===== config.mk =====
export PLATFORM = sky130hd
export DESIGN_NAME = rx_hold_queue
export DESIGN_NICKNAME = d
export VERILOG_FILES = /design/src/rtl/rxq_pkg.sv /design/src/rtl/rxq_datapath.sv /design/src/rtl/rxq_control.sv /design/src/rtl/rx_hold_queue.sv
export SDC_FILE = /design/constraint.sdc
export NUM_CORES = 1
export LEC_CHECK = 0
export ABC_AREA = 0
export BUFFER_PORTS_ARGS = -buffer_cell sky130_fd_sc_hd__buf_2
export CORE_MARGIN = 2
export CORE_UTILIZATION = 52
export CTS_BUF_LIST = sky130_fd_sc_hd__clkbuf_4
export DETAILED_ROUTE_END_ITERATION = 10
export PLACE_DENSITY = 0.81
export REMOVE_ABC_BUFFERS = 1
export SLEW_MARGIN = 20
export SYNTH_ARGS = -nofsm -noshare
export SYNTH_HDL_FRONTEND = slang
export SYNTH_SLANG_ARGS = --single-unit

===== constraint.sdc =====
create_clock -name clk -period 5.1 [get_ports clk]
set_input_delay 0.255 -clock clk [delete_from_list [all_inputs] [get_ports clk]]
set_output_delay 0.255 -clock clk [all_outputs]
set_load 0.01 [all_outputs]

===== src/rtl/rxq_pkg.sv =====
package rxq_pkg;
  // Strobes from control to datapath for one clock edge.
  typedef struct packed {
    logic clearAll;   // reset both pointers
    logic popEn;      // advance read pointer
    logic pushEn;     // store a byte
    logic overwrite;  // store into newest slot instead of next free slot
    logic pushZero;   // stored byte is 0x00 (break)
  } rxqStrobes_t;
endpackage


===== src/rtl/rxq_datapath.sv =====
module rxq_datapath #(
  parameter int DATA_W = 8,
  parameter int DEPTH  = 4
) (
  input  logic                clk,
  input  logic                rst_n,
  input  rxq_pkg::rxqStrobes_t strobes,
  input  logic [DATA_W-1:0]   pushData,
  input  logic                notEmpty,
  output logic [DATA_W-1:0]   readData
);
  localparam int PTR_W = (DEPTH > 1) ? $clog2(DEPTH) : 1;
  localparam logic [PTR_W-1:0] LAST = PTR_W'(DEPTH - 1);

  logic [DATA_W-1:0] slots [DEPTH];
  logic [PTR_W-1:0]  rdPtr, wrPtr, wrAddr, newestPtr;
  logic [DATA_W-1:0] wrData;

  function automatic logic [PTR_W-1:0] incPtr(input logic [PTR_W-1:0] p);
    return (p == LAST) ? '0 : p + PTR_W'(1);
  endfunction

  always_comb begin
    newestPtr = (wrPtr == '0) ? LAST : wrPtr - PTR_W'(1);
    wrAddr    = strobes.overwrite ? newestPtr : wrPtr;
    wrData    = strobes.pushZero ? '0 : pushData;
    readData  = notEmpty ? slots[rdPtr] : '0;
  end

  always_ff @(posedge clk or negedge rst_n) begin
    if (!rst_n) begin
      rdPtr <= '0;
      wrPtr <= '0;
    end else if (strobes.clearAll) begin
      rdPtr <= '0;
      wrPtr <= '0;
    end else begin
      if (strobes.popEn) rdPtr <= incPtr(rdPtr);
      if (strobes.pushEn && !strobes.overwrite) wrPtr <= incPtr(wrPtr);
    end
  end

  for (genvar g = 0; g < DEPTH; g++) begin : g_slot
    always_ff @(posedge clk or negedge rst_n) begin
      if (!rst_n) slots[g] <= '0;
      else if (strobes.pushEn && !strobes.clearAll && wrAddr == PTR_W'(g))
        slots[g] <= wrData;
    end
  end


  clear_ptrs_chk: assert property (@(posedge clk) disable iff (!rst_n)
    strobes.clearAll |=> (rdPtr == wrPtr));


  empty_read_zero_chk: assert property (@(posedge clk) disable iff (!rst_n)
    (strobes.popEn && !strobes.clearAll) |-> notEmpty);
endmodule


===== src/rtl/rxq_control.sv =====
module rxq_control #(
  parameter int DEPTH = 4
) (
  input  logic                 clk,
  input  logic                 rst_n,
  input  logic                 pushValid,
  input  logic                 breakEvent,
  input  logic                 popReq,
  input  logic                 clearRx,
  output rxq_pkg::rxqStrobes_t strobes,
  output logic                 rxReady,
  output logic                 fifoFull,
  output logic                 breakPulse,
  output logic                 overflowPulse
);
  localparam int CNT_W = $clog2(DEPTH + 1);
  localparam logic [CNT_W-1:0] FULL_CNT = CNT_W'(DEPTH);

  logic [CNT_W-1:0] count, cntAfterPop, nextCount;
  logic             popEff, pushEff, dropData;

  always_comb begin
    strobes     = '0;
    dropData    = 1'b0;
    pushEff     = 1'b0;
    popEff      = popReq && rxReady && !clearRx;
    cntAfterPop = count - CNT_W'(popEff);
    if (clearRx) begin
      strobes.clearAll = 1'b1;
      nextCount        = '0;
    end else begin
      strobes.popEn = popEff;
      if (breakEvent) begin
        pushEff           = 1'b1;
        strobes.pushZero  = 1'b1;
        strobes.overwrite = (cntAfterPop == FULL_CNT);
      end else if (pushValid) begin
        if (cntAfterPop == FULL_CNT) dropData = 1'b1;
        else                         pushEff  = 1'b1;
      end
      strobes.pushEn = pushEff;
      nextCount = cntAfterPop + CNT_W'(pushEff && !strobes.overwrite);
    end
  end

  always_ff @(posedge clk or negedge rst_n) begin
    if (!rst_n) begin
      count         <= '0;
      rxReady       <= 1'b0;
      fifoFull      <= 1'b0;
      breakPulse    <= 1'b0;
      overflowPulse <= 1'b0;
    end else begin
      count         <= nextCount;
      rxReady       <= (nextCount != '0);
      fifoFull      <= (nextCount == FULL_CNT);
      breakPulse    <= breakEvent;
      overflowPulse <= dropData;
    end
  end


  full_level_chk: assert property (@(posedge clk) disable iff (!rst_n)
    fifoFull == (count == FULL_CNT));


  ready_level_chk: assert property (@(posedge clk) disable iff (!rst_n)
    rxReady == (count != '0));


  break_pulse_chk: assert property (@(posedge clk) disable iff (!rst_n)
    breakEvent |=> breakPulse);


  clear_flags_chk: assert property (@(posedge clk) disable iff (!rst_n)
    clearRx |=> (!rxReady && !fifoFull));


  empty_pop_stable_chk: assert property (@(posedge clk) disable iff (!rst_n)
    (popReq && !rxReady && !pushValid && !breakEvent && !clearRx) |=> $stable(count));


  ovf_when_full_chk: assert property (@(posedge clk) disable iff (!rst_n)
    overflowPulse |-> ($past(fifoFull) && !$past(popReq) && !$past(breakEvent)));
endmodule


===== src/rtl/rx_hold_queue.sv =====
module rx_hold_queue #(
  parameter int DATA_W = 8,
  parameter int DEPTH  = 4
) (
  input  logic              clk,
  input  logic              rst_n,
  input  logic              rxEnable,
  input  logic              pushValid,
  input  logic [DATA_W-1:0] pushData,
  input  logic              breakEvent,
  input  logic              popReq,
  input  logic              clearRx,
  output logic [DATA_W-1:0] readData,
  output logic              canAccept,
  output logic              rxReady,
  output logic              fifoFull,
  output logic              breakPulse,
  output logic              overflowPulse
);
  rxq_pkg::rxqStrobes_t strobes;

  rxq_control #(.DEPTH(DEPTH)) i_ctrl (
    .clk(clk), .rst_n(rst_n), .pushValid(pushValid), .breakEvent(breakEvent),
    .popReq(popReq), .clearRx(clearRx), .strobes(strobes), .rxReady(rxReady),
    .fifoFull(fifoFull), .breakPulse(breakPulse), .overflowPulse(overflowPulse)
  );

  rxq_datapath #(.DATA_W(DATA_W), .DEPTH(DEPTH)) i_dp (
    .clk(clk), .rst_n(rst_n), .strobes(strobes), .pushData(pushData),
    .notEmpty(rxReady), .readData(readData)
  );

  assign canAccept = rxEnable && !fifoFull;


  accept_gate_chk: assert property (@(posedge clk) disable iff (!rst_n)
    (pushValid && canAccept && !breakEvent && !clearRx && !popReq) |=> rxReady);
endmodule


Word level (Yosys, flattened, before mapping)
Index checks and enable logic that the tools add are counted.

Bits in registers: 43. Bits in latches: 0. RAM bits: 0. Memory bits (read-only): 0. Input port bits: 15. Logic and storage cells: 71. Memories kept: 0.

Add/sub/neg operators: 5. Multipliers: 0. Div/mod/pow operators: 0. Magnitude comparators: 1. Eq/ne operators: 7. Shift operators: 0. Muxes and demuxes: 26. Bitwise gates (word level): 1. Reductions and logical operators: 20.

Operators by type and width (count): $mux W8 (4); $mux W2 (10); $bmux W8 S2 (1); $logic_and A1 B1 Y1 (10); $mux W1 (9); $eq A2 B2 Y1 const B (4); $eq A3 B3 Y1 const B (2); $logic_not A1 Y1 (5); $add A2 B1 Y2 const B (2); $logic_not A2 Y1 (2); $mux W4 (1); $reduce_bool A2 Y1 (2); $add A3 B1 Y3 (1); $ge A3 B3 Y1 const B (1); $mux W3 (1); $not A2 Y3 (1); $reduce_bool A3 Y1 (1); $sub A3 B1 Y3 (1); $eq A2 B1 Y1 const B (1); $sub A2 B1 Y2 const B (1).

Logic depth before layout (Yosys ltp)
Depth in word-level cells: 13. Gate-level depth with buffers: 12. Gate-level depth less buffers: 11.

Modules after synthesis
Synthesis repeated with hierarchy kept, for this count alone.

Cell total of the unflattened synthesis: 160. Area total of the unflattened synthesis: 2170.8 um2.

Modules (own cells, without submodules): rxq_datapath (times used 1, cells each 122, area an instance 1786.7 um2, sequential area each 900.9 um2); rxq_control (times used 1, cells each 37, area an instance 370.4 um2, sequential area each 175.2 um2); rx_hold_queue (times used 1, cells each 1, area an instance 13.8 um2, sequential area each 0.0 um2).

Worst setup path before layout
Ideal clock, no wire load.

Kind: register to register. Start point: reg i_ctrl.rxReady. End point: reg i_ctrl.rxReady. Library setup time: 136 ps. Arrival time: 2252 ps. Slack: 2712 ps. Cell stages (with the launch flop): 13. Buffers on the path: 1. Period minus slack after synthesis: 2388 ps. Path through: dfrtp_1 nand2_1 nor2_1 ha_1 ha_1 xor2_1 and3_1 buf_6 nor2_1 ha_1 ha_1 xnor2_1 a21oi_1.

Cells in the longest elaborated chain, start to end: 12.

Ends and longest elaborated chain: start, declared (line rxq_control.sv:11) `output logic rxReady,`; start signal, assigned (line rxq_control.sv:55) `rxReady <= (nextCount != '0);`; $logic_and A1 B1 Y1 (*) (2 in a row) (line rxq_control.sv:26) `popEff = popReq && rxReady && !clearRx;`; $sub A3 B1 Y3 (*) (line rxq_control.sv:27) `cntAfterPop = count - CNT_W'(popEff);`; $eq A3 B3 Y1 (line rxq_control.sv:36, rxq_control.sv:38); $mux W1 (line rxq_control.sv:38) `if (cntAfterPop == FULL_CNT) dropData = 1'b1;`; $mux W1 (line rxq_control.sv:37) `end else if (pushValid) begin`; $mux W1 (line rxq_control.sv:33) `if (breakEvent) begin`; $mux W1 (line rxq_control.sv:28) `if (clearRx) begin`; $logic_and A1 B1 Y1 (line rxq_control.sv:42) `nextCount = cntAfterPop + CNT_W'(pushEff && !strobes.overwrite);`; $add A3 B1 Y3 (*) (line rxq_control.sv:42); $mux W3 (*) (line rxq_control.sv:28); $reduce_bool A3 Y1 (*) (line rxq_control.sv:55).

Every way passes the cells marked *; elsewhere a longest branch is shown, timed or not. The select of a mux whose other input is x is not followed. A chain may end at the register's enable or synchronous reset.

Final worst setup path
Same ends and word-level chain as after synthesis.

==> results.md <==
- Area contributors post-synth: dfrtp_1, mux2_4, mux4_2
- Starting Density: roughly 55%
- Crit-path max cell delay: 0.56 ns
- Final setup violation count: 0
- Layout Cells excl Fill: around 240
- Final hold slack: 0.0265 ns
- DR WL/cell: 17.1 µm
- Cell Rows: 23
- Cell count after placement: 233
- Number of global-route vias before repair: around 1500
- Hold buffers post-CTS: 0
- Area growth, synth to finish: 11.1%
- Fin. max-slew vios: 0
- Setup TNS: 0 ns
- Switching Share: 31.7%
- Chip width: 69.4 µm
- Critical Path Sink Type: flop
- Worst clock skew: 0.00705 ns
- Die Height: 69.4 µm
- Int Pwr: 890 µW
- Post-CTS Resized: 0
- Buffers & Inverters on Critical Path: 0
- PwrDens: 528 nW/µm²
- Synth cell types: 30
- Seq pwr share: around 44%
- Post-DP HPWL: 2920 µm
- Final hold viol count: 0
- Avg Cell Area, Syn: roughly 14 µm²
- Family with the most delay on the worst path: simple AND/OR/NAND/NOR gates
- Crit path max-delay cell type: dfrtp_1
- CTS clk-pin slew, worst paths: 0.12 ns
- CTS tree: yes
- Overall Global Routing Usage: 19.4%
- Yosys top cell by area: dfrtp_1
- F_max: about 0.35 GHz
- RR Endpoint: i_ctrl.rxReady
- First-pass DRT Iterations: 4
- CORE AREA: 4060 µm²
- Skew-Pair Late Insertion Delay: ~0.36 ns
- Net Sw Power: about 410 µW
- Mapped Area: 2220 µm²
- Seq/Total Area, Yosys: 48.4%
- Worst reg-to-reg path cell count: 11
- CP max FO: 11
- Peak supply drop: 221 µV
- FILL cells: 302
- Minimum clock period: 2.89 ns
- Initial antenna violation count: 0
- Antenna viol nets, final: 0
- Depth of the CTS H-tree: 2
- Yosys reg bits: between 40 and 50
- Clk root buf: clkbuf_4
- First-pass GRT wire length: a little over 7000 µm
- Period utilisation layout: between 50% and 60%
- # nets final: 212
- Clk buf depth: 2
- Reg2Reg Launch Point: i_ctrl.rxReady
- CTS buffer count: 5
- Max transition margin: ~38%
- Synthesized instance count: 161
- GPL Wtd Cong: 0.903
- Share of layout cells above drive strength 1: about two fifths
- Power share of the clock group: 16.2%
- R2R Setup Slk: 2.21 ns
- Most Frequent Cell on Critical Path: ha_1
- Routed WL: 4110 µm
- Critical-path cell list: nand2_1, nor2_1, ha_1, ha_1, xor2_1, and3_1, nor2_1, ha_1, ha_1, xnor2_1, a21oi_1
- Die area: 4810 µm²
- Drt first-iter violations: 120
- Via density per instance: roughly 5.6
- Drt drc: 0
- Leak Pwr: 1.17 nW
- Hold WC Path Type: input port to asynchronous set/reset pin
- Total grt overflow: 0
- Crit Path Class: flop to flop
- Outcome: completed
- IO buf count: 27
- Power Total: around 1.3 mW
- Post-synth top area share: 48.4%
- Worst setup SP type: flop
- Via Count: roughly 1400
- CP Data Arrival Time: between 3 and 4 ns
- Max Cap Viol: 0
- CP required: 5.34 ns
- Pin count of the biggest net entering global routing: 44
- RSZ-0062 raised after global routing: false
- Synthesis Warnings: 0
- Least-Margin Pin Slew: between 0.9 and 1 ns
- Clk sink count: 43
- IO Count: 28
- Combinational Power Share: around two fifths
- Postcts setup bufs: 0
- Ant diodes: 0
-- worst max path at each step --
stage | start | endpoint | slack, ns | depth (start not counted)
global route | i_ctrl.rxReady | i_ctrl.rxReady | 1.98 | 11
global placement | i_ctrl.rxReady | i_dp.slots[7] | 2.32 | 8
finish | i_ctrl.rxReady | i_ctrl.rxReady | 2.21 | 11
floorplan | i_ctrl.rxReady | i_ctrl.fifoFull | 2.56 | 10
detailed placement | i_ctrl.rxReady | i_ctrl.fifoFull | 2.23 | 10
CTS | i_ctrl.rxReady | i_ctrl.fifoFull | 2.20 | 10
-- power groups by stage --
stage / Sequential [mW] / Combinational (mW) / Clock, mW
4_1_cts: 0.572 / 0.526 / 0.215
5_1_grt: 0.591 / 0.569 / 0.230
6_report: 0.571 / 0.520 / 0.211
3_5_place_dp: 0.579 / 0.523 / 0
2_1_floorplan: 0.546 / 0.414 / 0
3_3_place_gp: 0.567 / 0.499 / 0
-- cells in the final DEF (no fill, tap or decap), types with 2 or more instances in the layout --
cell / n
a21oi_1: 5
and2_1: 16
buf_2: 27
clkbuf_4: 5
dfrtp_1: 43
ha_1: 7
inv_1: 6
mux2_2: 15
mux2_4: 18
mux2i_4: 2
mux4_2: 8
nand2_1: 2
nand2b_1: 2
nor2_1: 8
nor2b_1: 4
nor3_1: 4
nor4_1: 2
o21ai_0: 3
-- cell type report --
type,count,area [µm²],area share (%)
multi-input cells,107,1100,44.4
flip-flops and latches,43,1080,43.6
repair buffers,27,135,5.47
well taps,50,62.6,2.53
clock inverters,3,38.8,1.57
clock buffers,5,37.5,1.52
inverters,6,22.5,0.912
-- routing by layer --
metal / global-route usage [%] / wire (µm)
met5: 0 / 0
met4: 8.50 / 68
met3: 4.51 / 156
met2: 33.2 / 2100
met1: 23.3 / 1780
-- state kept, by name (all words and copies together), names as in the netlist --
signal and count:
i_ctrl.rxReady 1, i_ctrl.count 3, i_dp.wrPtr 2, i_dp.rdPtr 2
i_ctrl.overflowPulse 1, i_dp.slots 32, i_ctrl.fifoFull 1, i_ctrl.breakPulse 1
-- cells by family after synthesis --
group,synth area share (%)
buf+inv,2.25
flops,48.4
compound gates,1.80
simple gates,12.4
fa+ha+maj,3.94
xor+xnor,0.788
mux,30.4
-- per-stage QoR --
step | util [%] | area (µm²) | setup slack, ns
after global routing | 60.8 | 2470 | 1.98
after global placement | 59.0 | 2390 | 2.32
final | 60.8 | 2470 | 2.21
after floorplan | - | 2190 | 2.56
after CTS | 60.8 | 2470 | 2.20
after detailed placement | 59.0 | 2390 | 2.23
-- Yosys cell counts --
library cell,instances
a21oi_1,5
and2_1,16
and3_1,1
and3_2,1
buf_2,1
buf_6,1
clkbuf_1,3
dfrtp_1,43
ha_1,7
inv_1,6
mux2_1,1
mux2_2,15
mux2_4,18
mux2i_4,2
mux4_2,8
nand2_1,2
nand2b_1,2
nand3_1,1
nor2_1,8
nor2b_1,4
nor3_1,4
nor3b_1,1
nor4_1,2
nor4b_2,1
nor4bb_1,1
o21ai_0,3
or3b_2,1
or4_1,1
xnor2_1,1
xor2_1,1
Note: power is estimated with default switching activity, not from simulation.
